**config.mk**
```make
export PLATFORM = sky130hd
export DESIGN_NAME = thermal_trip_monitor
export DESIGN_NICKNAME = d
export VERILOG_FILES = /design/src/rtl/ttm_pkg.sv /design/src/rtl/ttm_zone.sv /design/src/rtl/ttm_crit_status.sv /design/src/rtl/ttm_trip_latch.sv /design/src/rtl/thermal_trip_monitor.sv
export SDC_FILE = /design/constraint.sdc
export NUM_CORES = 1
export LEC_CHECK = 0
export ABC_AREA = 1
export BUFFER_PORTS_ARGS = -buffer_cell sky130_fd_sc_hd__buf_2
export CORE_UTILIZATION = 40
export DETAILED_ROUTE_END_ITERATION = 8
export GPL_ROUTABILITY_DRIVEN = 0
export GPL_TIMING_DRIVEN = 0
export PLACE_DENSITY = 0.78
export SLEW_MARGIN = 20
export SYNTH_ARGS = -nofsm -noshare
export SYNTH_HDL_FRONTEND = slang
export SYNTH_HIERARCHICAL = 1
export SYNTH_SLANG_ARGS = --single-unit
```
**constraint.sdc**
```tcl
create_clock -name clk -period 0.8 [get_ports clk]
set_input_delay 0.04 -clock clk [delete_from_list [all_inputs] [get_ports clk]]
set_output_delay 0.04 -clock clk [all_outputs]
set_load 0.01 [all_outputs]
```
**src/rtl/ttm_pkg.sv**
```systemverilog
package ttm_pkg;
   typedef enum logic [1:0] {
      SENS_CPU = 2'd0,
      SENS_MEM = 2'd1,
      SENS_GPU = 2'd2,
      SENS_PLL = 2'd3
   } sensor_id_e;

   localparam int unsigned DEF_SENSORS = 4;
   localparam int unsigned DEF_TEMP_W  = 20;
   localparam int unsigned DEF_HYST_W  = 12;

   typedef struct packed {
      logic crit_evt;
      logic trip_evt;
   } zone_evt_t;
endpackage

```
**src/rtl/ttm_zone.sv**
```systemverilog
module ttm_zone #(
   parameter int unsigned TEMP_W = 20,
   parameter int unsigned HYST_W = 12
) (
   input  logic              clk,
   input  logic              rst_n,
   input  logic              vld,
   input  logic [TEMP_W-1:0] temp,
   input  logic [TEMP_W-1:0] hot_th,
   input  logic              hot_en,
   input  logic [TEMP_W-1:0] crit_th,
   input  logic              crit_en,
   input  logic [TEMP_W-1:0] sdn_th,
   input  logic              sdn_en,
   input  logic [HYST_W-1:0] hyst,
   output logic              hot,
   output ttm_pkg::zone_evt_t evt
);
   localparam int unsigned XW = TEMP_W + 1;

   if (HYST_W >= TEMP_W) begin : g_bad_hyst
      $error("ttm_zone: HYST_W must be narrower than TEMP_W");
   end

   logic signed [XW-1:0] t_x, hot_x, crit_x, sdn_x, rel_x;
   logic above_hot, below_rel, above_crit, above_sdn;

   always_comb begin
      t_x    = $signed({temp[TEMP_W-1], temp});
      hot_x  = $signed({hot_th[TEMP_W-1], hot_th});
      crit_x = $signed({crit_th[TEMP_W-1], crit_th});
      sdn_x  = $signed({sdn_th[TEMP_W-1], sdn_th});
      rel_x  = hot_x - $signed({{(XW-HYST_W){1'b0}}, hyst});
      above_hot  = t_x > hot_x;
      below_rel  = t_x < rel_x;
      above_crit = t_x > crit_x;
      above_sdn  = t_x > sdn_x;
   end

   // Hot flag with hysteresis: set above threshold, release below threshold-hyst
   always_ff @(posedge clk or negedge rst_n) begin
      if (!rst_n)             hot <= 1'b0;
      else if (!hot_en)       hot <= 1'b0;
      else if (vld) begin
         if (above_hot)       hot <= 1'b1;
         else if (below_rel)  hot <= 1'b0;
      end
   end

   // Routing of critical breach: to software when a dedicated limit exists,
   // otherwise straight to the trip line
   logic crit_hit;
   always_comb begin
      crit_hit     = vld && crit_en && above_crit;
      evt.crit_evt = crit_hit && sdn_en;
      evt.trip_evt = sdn_en ? (vld && above_sdn) : crit_hit;
   end

   assert_hot_set_R2: assert property (@(posedge clk) disable iff (!rst_n)
      (vld && hot_en && above_hot) |=> hot);
   assert_hot_release_R3: assert property (@(posedge clk) disable iff (!rst_n)
      (vld && hot_en && !above_hot && below_rel) |=> !hot);
   assert_hot_band_hold_R3: assert property (@(posedge clk) disable iff (!rst_n)
      (hot_en && $past(hot_en) && !(vld && (above_hot || below_rel))) |=> $stable(hot));
   assert_hot_disabled_R5: assert property (@(posedge clk) disable iff (!rst_n)
      (!hot_en) |=> !hot);
endmodule

```
**src/rtl/ttm_crit_status.sv**
```systemverilog
module ttm_crit_status #(
   parameter int unsigned N = 4
) (
   input  logic         clk,
   input  logic         rst_n,
   input  logic [N-1:0] set_evt,
   input  logic [N-1:0] clr,
   output logic [N-1:0] status,
   output logic         irq
);
   for (genvar i = 0; i < N; i++) begin : g_bit
      always_ff @(posedge clk or negedge rst_n) begin
         if (!rst_n)          status[i] <= 1'b0;
         else if (set_evt[i]) status[i] <= 1'b1;
         else if (clr[i])     status[i] <= 1'b0;
      end

      assert_set_wins_R9: assert property (@(posedge clk) disable iff (!rst_n)
         set_evt[i] |=> status[i]);
      assert_held_R9: assert property (@(posedge clk) disable iff (!rst_n)
         (status[i] && !clr[i]) |=> status[i]);
   end

   always_ff @(posedge clk or negedge rst_n) begin
      if (!rst_n) irq <= 1'b0;
      else        irq <= |(set_evt | (status & ~clr));
   end

   assert_irq_tracks_R9: assert property (@(posedge clk) disable iff (!rst_n)
      irq == (status != '0));
endmodule

```
**src/rtl/ttm_trip_latch.sv**
```systemverilog
module ttm_trip_latch #(
   parameter int unsigned N = 4
) (
   input  logic         clk,
   input  logic         rst_n,
   input  logic [N-1:0] trip_evt,
   output logic         trip
);
   always_ff @(posedge clk or negedge rst_n) begin
      if (!rst_n)         trip <= 1'b0;
      else if (|trip_evt) trip <= 1'b1;
   end

   assert_trip_sticky_R10: assert property (@(posedge clk) disable iff (!rst_n)
      trip |=> trip);
   assert_trip_sets_R6: assert property (@(posedge clk) disable iff (!rst_n)
      (|trip_evt) |=> trip);
endmodule

```
**src/rtl/thermal_trip_monitor.sv**
```systemverilog
module thermal_trip_monitor #(
   parameter int unsigned NUM_SENSORS = ttm_pkg::DEF_SENSORS,
   parameter int unsigned TEMP_W      = ttm_pkg::DEF_TEMP_W,
   parameter int unsigned HYST_W      = ttm_pkg::DEF_HYST_W
) (
   input  logic                          clk,
   input  logic                          rst_n,
   input  logic [NUM_SENSORS-1:0]        sample_vld,
   input  logic [NUM_SENSORS*TEMP_W-1:0] sample_mdeg,
   input  logic [NUM_SENSORS*TEMP_W-1:0] hot_limit,
   input  logic [NUM_SENSORS-1:0]        hot_enable,
   input  logic [NUM_SENSORS*TEMP_W-1:0] crit_limit,
   input  logic [NUM_SENSORS-1:0]        crit_enable,
   input  logic [NUM_SENSORS*TEMP_W-1:0] sdn_limit,
   input  logic [NUM_SENSORS-1:0]        sdn_enable,
   input  logic [HYST_W-1:0]             hyst_mdeg,
   input  logic [NUM_SENSORS-1:0]        crit_ack,
   output logic [NUM_SENSORS-1:0]        hot_flag,
   output logic [NUM_SENSORS-1:0]        crit_status,
   output logic                          crit_irq,
   output logic                          therm_trip
);
   if (NUM_SENSORS < 1 || NUM_SENSORS > 64) begin : g_bad_n
      $error("thermal_trip_monitor: NUM_SENSORS out of range");
   end
   if (TEMP_W < 18) begin : g_bad_w
      $error("thermal_trip_monitor: TEMP_W too narrow for millidegree limits");
   end

   ttm_pkg::zone_evt_t [NUM_SENSORS-1:0] zevt;
   logic [NUM_SENSORS-1:0] crit_set, trip_set;

   // lane i of every packed bus belongs to sensor i
   for (genvar i = 0; i < NUM_SENSORS; i++) begin : g_zone
      ttm_zone #(.TEMP_W(TEMP_W), .HYST_W(HYST_W)) u_zone (
         .clk     (clk),
         .rst_n   (rst_n),
         .vld     (sample_vld[i]),
         .temp    (sample_mdeg[i*TEMP_W +: TEMP_W]),
         .hot_th  (hot_limit[i*TEMP_W +: TEMP_W]),
         .hot_en  (hot_enable[i]),
         .crit_th (crit_limit[i*TEMP_W +: TEMP_W]),
         .crit_en (crit_enable[i]),
         .sdn_th  (sdn_limit[i*TEMP_W +: TEMP_W]),
         .sdn_en  (sdn_enable[i]),
         .hyst    (hyst_mdeg),
         .hot     (hot_flag[i]),
         .evt     (zevt[i])
      );
      assign crit_set[i] = zevt[i].crit_evt;
      assign trip_set[i] = zevt[i].trip_evt;

      assert_no_idle_change_R4: assert property (@(posedge clk) disable iff (!rst_n)
         (!sample_vld[i]) |-> (!crit_set[i] && !trip_set[i]));
      assert_fallback_quiet_R7: assert property (@(posedge clk) disable iff (!rst_n)
         (!sdn_enable[i]) |-> !crit_set[i]);
   end

   ttm_crit_status #(.N(NUM_SENSORS)) u_status (
      .clk     (clk),
      .rst_n   (rst_n),
      .set_evt (crit_set),
      .clr     (crit_ack),
      .status  (crit_status),
      .irq     (crit_irq)
   );

   ttm_trip_latch #(.N(NUM_SENSORS)) u_trip (
      .clk      (clk),
      .rst_n    (rst_n),
      .trip_evt (trip_set),
      .trip     (therm_trip)
   );
endmodule

```
* After elaboration in Yosys (flattened, before gate mapping)
Index checks and enable logic that the tools add are counted.
W data, S select, Z words.
** Operators by class
- Add/subtract/negate cells :: 4
- Order comparisons :: 16
- Eq/ne operators :: 8
- Multiplexer cells :: 28
- Bitwise logic cells :: 3
- Reduce and logical (&&, ||, !) cells :: 26
** Operators with widths (count)
- $gt A20 B20 Y1 :: 12
- $lt A20 B21 Y1 :: 4
- $sub A20 B13 Y21 :: 4
- $mux W1 :: 28
- $logic_and A1 B1 Y1 :: 16
- $ne A3 B1 Y1 const B :: 4
- $ne A2 B2 Y1 const B :: 4
- $reduce_and A2 Y1 :: 4
- $reduce_bool A2 Y1 :: 4
- $reduce_or A4 Y1 :: 2
- $and A4 B4 Y4 :: 1
- $not A4 Y4 :: 1
- $or A4 B4 Y4 :: 1
** Word-level totals
- Register bits after elaboration :: 10

* Logic depth before layout (Yosys ltp)
Gate-level depths: netlist of run 1.
- Depth in word-level cells :: 6
- Gate-level depth with buffers :: 24

* Modules after synthesis
The synthesis of run 1 kept the hierarchy.
** By module, submodules not included
- ttm_zone at g_zone[2].u_zone ... :: instances 2, cells an instance 479, area an instance 2996.6 um^2, sequential area each 25.0 um^2
- ttm_zone at g_zone[1].u_zone :: instances 1, cells an instance 487, area an instance 3024.2 um^2, sequential area each 25.0 um^2
- ttm_zone at g_zone[0].u_zone :: instances 1, cells an instance 491, area an instance 2985.4 um^2, sequential area each 25.0 um^2
- ttm_crit_status :: instances 1, cells an instance 24, area an instance 209.0 um^2, sequential area each 125.1 um^2
- ttm_trip_latch :: instances 1, cells an instance 5, area an instance 41.3 um^2, sequential area each 25.0 um^2

* Worst setup path after synthesis of run 1
OpenSTA, ideal clock, no wires.
- Path type :: in2reg
- Start :: input port hot_limit[40]
- End :: register g_zone[2].u_zone.hot
- Setup time :: 117 ps
- Data arrival time :: 2437 ps
- Path slack :: -1753 ps
- Stages :: 22
- Cells stage by stage :: inv_1 > ha_1 > fa_1 > o21a_2 > o21bai_2 > nand4_2 > nand2_1 > nor2_1 > xor2_1 > ha_1 > nand2_1 > inv_1 > nand2_1 > a21boi_0 > nor2_1 > nand3_1 > nand2_1 > nand2_1 > nand3_1 > nand2_1 > nand2_1 > nand2_1
** Between the ends
- Word-level cells in the longest chain between the ends :: 4
- Elaborated cells on any way between the ends :: 8
** RTL lines
- start: declaration :: RTL line thermal_trip_monitor.sv:10 : input logic [NUM_SENSORS*TEMP_W-1:0] hot_limit,
- $sub A20 B13 Y21 or $gt A20 B20 Y1 (tied branches) :: RTL line ttm_zone.sv:33, ttm_zone.sv:34
- $lt A20 B21 Y1 or $mux W1 (tied branches) :: RTL line ttm_zone.sv:35, ttm_zone.sv:45
- $ne A3 B1 Y1 (no line) or $mux W1 (tied branches)
- $reduce_and A2 Y1 (no line) or $mux W1 (tied branches)
- end signal: assignment :: RTL line ttm_zone.sv:42 : if (!rst_n) hot <= 1'b0;
- end signal: assignment :: RTL line ttm_zone.sv:43 : else if (!hot_en) hot <= 1'b0;
- end signal: assignment :: RTL line ttm_zone.sv:45 : if (above_hot) hot <= 1'b1;
- end: declaration :: RTL line ttm_zone.sv:16 : output logic hot,
Several ways; a longest one is shown, not always the timed one. The select of a mux whose other input is x is not followed.
A chain may end at the register's enable or synchronous reset.

* Final worst setup path of run 1
- Start :: input port hyst_mdeg[0]
- End :: register g_zone[1].u_zone.hot
** Between the ends
- Word-level cells in the longest chain between the ends :: 4
** RTL lines
- start: declaration :: RTL line thermal_trip_monitor.sv:16 : input logic [HYST_W-1:0] hyst_mdeg,
- $sub A20 B13 Y21 :: RTL line ttm_zone.sv:33 : rel_x = hot_x - $signed({{(XW-HYST_W){1'b0}}, hyst});
- $lt A20 B21 Y1 :: RTL line ttm_zone.sv:35 : below_rel = t_x < rel_x;
- $ne A3 B1 Y1 (no line)
- $reduce_and A2 Y1 (no line)
- end signal: assignment :: RTL line ttm_zone.sv:42
- end signal: assignment :: RTL line ttm_zone.sv:43
- end signal: assignment :: RTL line ttm_zone.sv:45
- end: declaration :: RTL line ttm_zone.sv:16
Every way passes these cells.

==> impl_metrics.json, run 1 <==
{
  "yosys_most_used_dff": "dfrtp_1",
  "status": "finished with violations",
  "ioPinCount": 364,
  "sw_frac_of_total_pct": 51.2,
  "drv_cap": 0,
  "relSlewSlack_pct": 75.4,
  "htree_levels": 1,
  "route.detailed.drc": 0,
  "power.share.clock_pct": 7.4,
  "yosys_warnings": 6,
  "synth_xor_area_share_pct": 5.22,
  "placed_area_um2": 15100,
  "period_share_pct": 327,
  "layoutNonFillerInstCount": 2777,
  "max_freq_ghz": 0.382,
  "grt_pass1_vias": 13834,
  "ff_latch_area_um2": 250,
  "drive_gt1_share_pct": 33.9,
  "tightestPinTransition_ns": 0.369,
  "pwr-share-seq_pct": 4.6,
  "cp-start-kind": "input pin",
  "fin_total_pwr_mw": 12.8,
  "rsz0062_at_grt": "true",
  "slowest_delay_ns": 0.37,
  "cts.clk_slew.worst_paths_ns": 0.04,
  "crit_buf_inv": 1,
  "setup_slack_ns": -1.82,
  "syn_avg_cell_area_um2": 6.24,
  "synth-simple-area-share_pct": 25.8,
  "worst_ep_arrival_time_ns": 2.76,
  "cellPowerDensity_nw_per_um2": 727,
  "finalHoldViolations": 0,
  "synthTopCellsByCount": "459 x inv_1, 441 x nand2_1, 368 x ha_1, 173 x a21oi_1, 135 x nor2_1",
  "synth_top_family_by_area": "adder cells",
  "synthMuxAreaShare_pct": 0,
  "clock_sinks": 10,
  "nFillCells": 2673,
  "ys_types": 40,
  "overflow": 0,
  "intPower_mw": 6.24,
  "yosysSeqAreaShare_pct": 2.04,
  "ant_nets": 0,
  "rr_worst_depth": 4,
  "grt_use_total_pct": 25.1,
  "hp-class": "in -> reg",
  "timing.rr.end": "u_status/irq",
  "io_buffers": 363,
  "synth_area_leader_cell": "ha_1",
  "r2r_start": "u_status/status[3]",
  "power_switching_mw": 6.55,
  "wl_per_cell_um": 15.3,
  "cp.required_ns": 0.94,
  "drt-initial-drc-count": 611,
  "critPathKind": "in -> reg",
  "synth-edff-count": 0,
  "numCtsBuffers": 3,
  "worstHoldStart": "hot_enable[0]",
  "die-area_um2": 31300,
  "clockBufferDepth": 2,
  "hold_end": "g_zone[0].u_zone/hot",
  "synth-compound-area-share_pct": 14.7,
  "die_h_um": 177,
  "dp_hpwl_um": 34600,
  "rows": 63,
  "grt_max_degree": 11,
  "yosysMostFrequentCell": "inv_1",
  "synth_fa_ha_area_share_pct": 38.2,
  "whs_path_depth": 3,
  "antenna_found_initial": 10,
  "synthArstFlopShare_pct": 100,
  "leakage_nw": 9.85,
  "nets": 3109,
  "regToRegSetupSlack_ns": -0.09,
  "critical-path-top-cell-by-count": "nand2_1",
  "mappedNetlistArea_um2": 12300,
  "core_area_um2": 29900,
  "root_buffer": "clkbuf_16",
  "setup_viol": 17,
  "grt_pass1_wl_um": 63800,
  "combinationalPowerShare_pct": 88.0,
  "multiInputGateArea_um2": 12300,
  "vias_per_cell": 5.13,
  "slowest_stage": "fa_2",
  "vias": 14246,
  "violations": "negative setup slack",
  "worstSetupEndpointType": "flop",
  "start_util_pct": 41.0,
  "syn_to_final_growth_pct": 43.6,
  "clk_latency_ns": 0.25,
  "crit_family": "simple AND/OR/NAND/NOR gates",
  "finish.instance_area_um2": 17600,
  "synth_seq_cells": 10,
  "slew_viol_final": 0,
  "dpl.cell_count": 2718,
  "first_pass_iters": 5,
  "clock-skew-final_ns": 0.00328,
  "synth_top_area_share_pct": 37.6,
  "ir_drop_uv": 547,
  "crit_chain": "buf_12 -> ha_4 -> fa_2 -> o21a_4 -> o21bai_4 -> nand4_1 -> nand2_2 -> nor2_2 -> xor2_1 -> ha_1 -> a21oi_1 -> a21boi_1 -> nor2_2 -> nand3_1 -> nand2_1 -> nand2_1 -> nand3_1 -> nand2_1 -> nand2_1 -> nand2_1",
  "synthesis.nets": 2691,
  "die-width_um": 177,
  "tritoncts": "done",
  "routed_wirelength_um": 42500,
  "synthTopCellsByArea": "ha_1 38%, inv_1 14%, nand2_1 14%",
  "worstPathMaxFanout": 4,
  "syn-instance-count": 1965,
  "min_period_ns": 2.62
}
## routing by layer
metal | vias up | wire [um] | track usage [%]
li1 | 7208 | - | -
met1 | 6493 | 17400 | 29.9
met2 | 433 | 21400 | 46.3
met3 | 104 | 2390 | 2.94
met4 | 8 | 1270 | 7.69
met5 | - | 49 | 0
## cell families (layout without fill, tap and decap cells)
logic type / Yosys count / after routing
AND/OR/NAND/NOR: 742 / 742
XOR/XNOR: 73 / 73
flip-flops: 10 / 10
buffers and inverters: 459 / 875
adder cells (fa/ha/maj): 372 / 372
AO/OA/AOI/OAI: 309 / 309
other: 0 / 6
## area by class of cell
type | count | area share (%)
diodes | 6 | 0.0853
clock buffers | 3 | 0.427
inverters | 459 | 10.3
multi-input cells | 1496 | 70.1
flip-flops and latches | 10 | 1.42
well taps | 390 | 2.77
repair buffers | 413 | 14.8
## power by group through the flow
stage	clock network, mW	registers [mW]	logic (mW)
CTS	1.00	0.594	9.96
finish	0.943	0.595	11.3
global placement	0	0.599	8.73
global route	1.02	0.602	12.7
floorplan	0	0.620	6.06
detailed placement	0	0.600	9.11
## cell usage in the layout (no fill, tap or decap), types with 51 or more instances in the layout
| cell | Yosys | layout |
|---|---|---|
| inv_1 | 459 | 406 |
| nand2_2 | 11 | 55 |
| buf_4 | 0 | 60 |
| nor2_1 | 135 | 95 |
| buf_2 | 0 | 299 |
| xor2_1 | 51 | 51 |
| ha_4 | 0 | 92 |
| nand2_1 | 441 | 392 |
| ha_1 | 368 | 274 |
| a21oi_1 | 173 | 130 |
## metrics by stage
stage | setup TNS (ns) | setup slack [ns] | util (%) | hold slack [ns]
final | -11.04 | -1.82 | 58.9 | 0.0271
after global routing | -12.40 | -2.02 | 58.9 | 0.0230
after CTS | -10.99 | -1.78 | 54.6 | 0.00660
after detailed placement | -15.43 | -2.27 | 50.6 | -0.0197
after global placement | -15.09 | -2.22 | 50.6 | -0.0216
after floorplan | -9.43 | -1.68 | - | -0.256
## sequential cells by signal, summed over array words and instances (netlist names)
signal	cells
g_zone.u_zone/hot	4
u_status/irq	1
u_trip/trip	1
u_status/status	4
## worst register-to-register path, delay by kind of cell (launching register included)
kind | cells | cell delay (ns)
simple gates | 4 | 0.39
flops | 1 | 0.38
## timing repair
item                       in CTS  in global routing
setup buffers                  22                 27
gates resized for setup       202                237
setup endpoints to repair      18                 20
hold buffers                    1                  0
hold endpoints to repair       10                  0
pin swaps                     115                148
## worst max path at each step
| stage | startpoint | end | slack, ns | depth (start not counted) |
|---|---|---|---|---|
| final | hyst_mdeg[0] | g_zone[1].u_zone/hot | -1.82 | 20 |
| after global routing | hyst_mdeg[10] | g_zone[1].u_zone/hot | -2.02 | 22 |
| after CTS | hyst_mdeg[0] | g_zone[1].u_zone/hot | -1.78 | 22 |
| after detailed placement | hyst_mdeg[0] | g_zone[1].u_zone/hot | -2.27 | 22 |
| after global placement | hyst_mdeg[0] | g_zone[1].u_zone/hot | -2.22 | 20 |
| after floorplan | hot_limit[20] | g_zone[1].u_zone/hot | -1.68 | 22 |
Note: power is estimated with default switching activity, not from simulation.
==> inputs of run 2 (changes only) <==
- PLACE_DENSITY: 0.78 -> 0.75
- SETUP_SLACK_MARGIN: unset -> 0.05
- clock period: 0.8 -> 2.9 ns (I/O delays scaled with it)
==> run 2 against run 1 <==
Against the previous run:
- clock skew is 0.00092 ns lower
- power fell by 76%
- utilization shrank 7.5 points
- hold slack improved by 0.10 ns
- critical endpoint unchanged
- final area decreased by 13%
- clock power is 67% lower
- combinational power fell by 77%
- the run now ends clean
- critical path depth increased by 2
- count of clock-buffer cells in the layout increased by 1
- register-to-register slack gained 2.1 ns
- via count is 2.7% lower
- non-clock buffer count decreased by 35
==> impl_metrics.json, run 2 (same netlist as run 1, synthesis figures left out) <==
{
  "grt_use_total_pct": 24.2,
  "crit_chain": "buf_12 -> ha_4 -> fa_2 -> o21a_4 -> o21bai_4 -> nand4_1 -> nand2_2 -> nor2_1 -> xor2_1 -> ha_1 -> nand2_2 -> inv_1 -> nand2_1 -> a21boi_1 -> nor2_1 -> nand3_1 -> nand2_1 -> nand2_2 -> nand3_2 -> nand2_1 -> nand2_1 -> nand2_1",
  "cellPowerDensity_nw_per_um2": 202,
  "ant_nets": 0,
  "max_freq_ghz": 0.365,
  "cts.clk_slew.worst_paths_ns": 0.05,
  "clock_sinks": 10,
  "worstPathMaxFanout": 4,
  "routed_wirelength_um": 39500,
  "tightestPinTransition_ns": 0.519,
  "io_buffers": 363,
  "vias": 13865,
  "leakage_nw": 9.45,
  "grt_pass1_vias": 13072,
  "slowest_delay_ns": 0.41,
  "rows": 63,
  "dpl.cell_count": 2718,
  "min_period_ns": 2.74,
  "setup_viol": 0,
  "overflow": 0,
  "crit_start": "hyst_mdeg[0]",
  "ir_drop_uv": 153,
  "cp.required_ns": 3.04,
  "route.detailed.drc": 0,
  "tritoncts": "done",
  "clockBufferDepth": 2,
  "slowest_stage": "fa_2",
  "layout_commonest_cell": "inv_1",
  "worst-path-stages": 22,
  "wl_per_cell_um": 14.4,
  "dp_hpwl_um": 34500,
  "whs_path_depth": 3,
  "numCtsBuffers": 3,
  "crit_family": "simple AND/OR/NAND/NOR gates",
  "drt-initial-drc-count": 636,
  "grt_pass1_wl_um": 61300,
  "layoutNonFillerInstCount": 2739,
  "cp-endpoint": "g_zone[1].u_zone/hot",
  "ioPinCount": 364,
  "regToRegSetupSlack_ns": 2.01,
  "drive_gt1_share_pct": 22.8,
  "final_cell_mix": "457 x inv_1, 429 x nand2_1, 352 x buf_2",
  "worstSetupEndpointType": "flop",
  "timing.rr.end": "u_status/irq",
  "grt_max_degree": 11,
  "core_area_um2": 29900,
  "critPathKind": "in -> reg",
  "first_pass_iters": 7,
  "r2r_start": "u_status/status[3]",
  "rsz0062_at_grt": "true",
  "htree_levels": 1,
  "critical-path-top-cell-by-count": "nand2_1",
  "reg_top3": "g_zone.u_zone/hot: 4 flops, u_status/status: 4 flops",
  "slew_viol_final": 0,
  "status": "complete, no violations",
  "die_h_um": 177,
  "rr_worst_depth": 4,
  "vias_per_cell": 5.06,
  "clock-skew-final_ns": 0.00237,
  "hp-class": "in -> reg",
  "antenna_found_initial": 3,
  "relSlewSlack_pct": 65.1,
  "syn_to_final_growth_pct": 25.3,
  "die-width_um": 177,
  "die-area_um2": 31300,
  "root_buffer": "clkbuf_16",
  "cp-start-kind": "input pin",
  "nFillCells": 2976,
  "holdWs_ns": 0.127,
  "worst_ep_arrival_time_ns": 2.88,
  "nets": 3074,
  "drv_cap": 0,
  "start_util_pct": 41.0,
  "finalHoldViolations": 0,
  "clk_latency_ns": 0.25,
  "period_share_pct": 94.4,
  "crit_buf_inv": 2
}
[run 2: changes by cell type in the layout (fill, tap and decap cells not counted), sizes merged]
cell,delta
buf,-44
clkbuf,+10
diode,-4
[run 2: routing by layer]
layer	global-route usage, %	wire length (um)	share of wire (%)
met1	30.2	17400	44
met2	43.9	19100	48
met3	2.32	2100	5.3
met4	5.64	938	2.4
met5	0	8	0.020
[run 2: per-stage QoR]
| stage | TNS [ns] | area (um^2) | power (mW) | setup slack, ns | utilization (%) |
|---|---|---|---|---|---|
| global route | -0.0807 | 15400 | 3.51 | -0.0410 | 51.4 |
| finish | 0 | 15400 | 3.11 | 0.162 | 51.4 |
| global placement | -0.839 | 14600 | 2.49 | -0.280 | 48.7 |
| floorplan | 0 | 12300 | 1.77 | 0.242 | - |
| CTS | 0 | 14700 | 2.93 | 0.0163 | 49.2 |
| detailed placement | -1.02 | 14600 | 2.59 | -0.310 | 48.7 |
[run 2: worst min-delay path by stage]
stage	from	endpoint
after floorplan	rst_n	g_zone[0].u_zone/hot
after global placement	rst_n	g_zone[1].u_zone/hot
after detailed placement	rst_n	g_zone[1].u_zone/hot
after CTS	hot_enable[0]	g_zone[0].u_zone/hot
after global routing	hot_enable[0]	g_zone[0].u_zone/hot
final	hot_enable[0]	g_zone[0].u_zone/hot
[run 2: power by group]
part           internal [mW]  leakage [nW]  switching (mW)  total [mW]
Combinational           1.11          9.28            1.52        2.64
Clock                  0.210        0.0442          0.0970       0.307
Sequential             0.154         0.127         0.00924       0.164
Total                   1.48          9.45            1.63        3.11
[run 2: cell type report]
class                      instances  area (um^2)  share of cell area (%)
antenna                            2         5.00                  0.0326
clock buffer                       4         88.8                   0.578
inverter                         459         1720                    11.2
multi-input combinational       1496        10800                    70.5
sequential                        10          250                    1.63
tap                              390          488                    3.18
timing repair buffer             378         1980                    12.9
[run 2: timing repair]
item,4_1_cts,5_1_grt
hold buffers,1,0
endpoints found under the hold margin,10,0
setup buffers,2,12
pin swaps,4,42
cloned,0,0
resized for setup,4,130
endpoints found under the setup margin,3,4
[run 2: tightest hold or removal path, cell delays in order]
cell     delay [ns]
buf_2          0.09
inv_1          0.06
a21oi_1        0.04
==> inputs of run 3 (changes only) <==
- RECOVER_POWER: unset -> 50
==> run 3 against run 2 <==
Against the previous run:
- utilization hardly changed
- fmax hardly changed
- sequential power hardly changed
- sequential share of layout area hardly changed
- flip-flop and latch count stayed put
- final area hardly changed
- clock skew hardly changed
- worst setup slack hardly changed
- combinational power hardly changed
- hold slack stayed put
- register-to-register slack hardly changed
- critical path type unchanged
- largest power group unchanged
- highest routed layer unchanged
==> impl_metrics.json, run 3 (same netlist as run 1, synthesis figures left out) <==
{
  "status": "complete, no violations",
  "utilization_pct": 51.4,
  "max_freq_ghz": 0.365,
  "clk_latency_ns": 0.25,
  "overflow": 0,
  "setup_viol": 0,
  "cp-start-kind": "input pin",
  "grt_max_degree": 11,
  "worstPathMaxFanout": 4,
  "rsz0062_at_grt": "true",
  "tritoncts": "done",
  "hp-class": "in -> reg",
  "leakage_nw": 9.44,
  "syn_to_final_growth_pct": 25.3,
  "reg_top3": "g_zone.u_zone/hot: 4 flops, u_status/status: 4 flops",
  "root_buffer": "clkbuf_16",
  "core_area_um2": 29900,
  "worstSetupEndpointType": "flop",
  "rows": 63,
  "slowest_delay_ns": 0.41,
  "die-width_um": 177,
  "start_util_pct": 41.0,
  "slowest_stage": "fa_2",
  "worst_ep_arrival_time_ns": 2.88,
  "setup_slack_ns": 0.162,
  "crit_family": "simple AND/OR/NAND/NOR gates",
  "drv_cap": 0,
  "clock_sinks": 10,
  "route.detailed.drc": 0,
  "relSlewSlack_pct": 42.8,
  "final_cell_mix": "457 x inv_1, 429 x nand2_1, 347 x buf_2",
  "finalHoldViolations": 0,
  "dp_hpwl_um": 34500,
  "routed_wirelength_um": 39500,
  "post-place-ws_ns": -0.310,
  "cellPowerDensity_nw_per_um2": 202,
  "die-area_um2": 31300,
  "fin_total_pwr_mw": 3.11,
  "htree_levels": 1,
  "regToRegSetupSlack_ns": 2.01,
  "grt_pass1_wl_um": 61300,
  "critPathKind": "in -> reg",
  "die_h_um": 177,
  "min_period_ns": 2.74,
  "cp.required_ns": 3.04,
  "clockBufferDepth": 2,
  "critical-path-top-cell-by-count": "nand2_1",
  "grt_pass1_vias": 13072,
  "tightestPinTransition_ns": 0.858,
  "ioPinCount": 364,
  "vias": 13852,
  "nets": 3074,
  "crit_buf_inv": 2,
  "cts.clk_slew.worst_paths_ns": 0.05,
  "ir_drop_uv": 153,
  "slew_viol_final": 0,
  "numCtsBuffers": 3,
  "vias_per_cell": 5.06,
  "placed_area_um2": 14600,
  "ant_nets": 0,
  "crit_chain": "buf_12 -> ha_4 -> fa_2 -> o21a_4 -> o21bai_4 -> nand4_1 -> nand2_2 -> nor2_1 -> xor2_1 -> ha_1 -> nand2_2 -> inv_1 -> nand2_1 -> a21boi_1 -> nor2_1 -> nand3_1 -> nand2_1 -> nand2_2 -> nand3_2 -> nand2_1 -> nand2_1 -> nand2_1",
  "antenna_found_initial": 3,
  "period_share_pct": 94.4,
  "finish.instance_area_um2": 15400,
  "setup-tns-final_ns": 0,
  "drt-initial-drc-count": 641,
  "nFillCells": 2976,
  "wl_per_cell_um": 14.4,
  "first_pass_iters": 7,
  "clock-skew-final_ns": 0.00251,
  "drive_gt1_share_pct": 22.6,
  "grt_use_total_pct": 24.2,
  "io_buffers": 363,
  "layout_commonest_cell": "inv_1"
}
## run 3: changes by cell type in the layout (fill, tap and decap cells not counted), sizes merged
cell	change
clkbuf	+5
buf	-5
## run 3: area by class of cell
type	instances	area (um^2)	area share [%]
inverter	459	1720	11.2
clock buffer	4	88.8	0.579
multi-input combinational	1496	10800	70.5
antenna	2	5.00	0.0326
timing repair buffer	378	1970	12.9
sequential	10	250	1.63
tap	390	488	3.18
## run 3: layer usage
layer	up-vias	global-route usage [%]	share of wire [%]
li1	7115	-	-
met1	6256	30.2	44
met2	415	43.9	48
met3	64	2.32	5.3
met4	2	5.64	2.4
met5	-	0	0.020
## run 3: worst paths after layout
check / to / startpoint / cells past startpoint
max: g_zone[1].u_zone/hot / hyst_mdeg[0] / 22
min: g_zone[0].u_zone/hot / hot_enable[0] / 3
max reg2reg: u_status/irq / u_status/status[3] / 4
min reg2reg: g_zone[3].u_zone/hot / g_zone[3].u_zone/hot / 2
max in group asynchronous: g_zone[3].u_zone/hot / rst_n / 2
min in group asynchronous: u_status/status[1] / rst_n / 2
## run 3: repair_timing
action / CTS / global route
endpoints found under the setup margin: 3 / 4
gates resized for setup: 4 / 130
buffers inserted: 2 / 12
hold buffers: 1 / 0
endpoints found under the hold margin: 10 / 0
pin swaps: 4 / 42
## run 3: where the power goes
part	leakage, nW	switching (mW)	internal, mW
Combinational	9.26	1.52	1.11
Sequential	0.127	0.00940	0.154
Clock	0.0442	0.0968	0.210
## run 3: per-stage QoR
stage	instances	hold WS, ns
6_report	2739	0.127
5_1_grt	2739	0.139
4_1_cts	2725	0.121
3_5_place_dp	2718	0.0807
3_3_place_gp	2718	0.0823
2_1_floorplan	1965	-0.151
## run 3: tightest hold or removal path: cells and delay by family
family / cells / cell delay (ns)
AOI/OAI and AO/OA: 1 / 0.04
buffers and inverters: 2 / 0.15
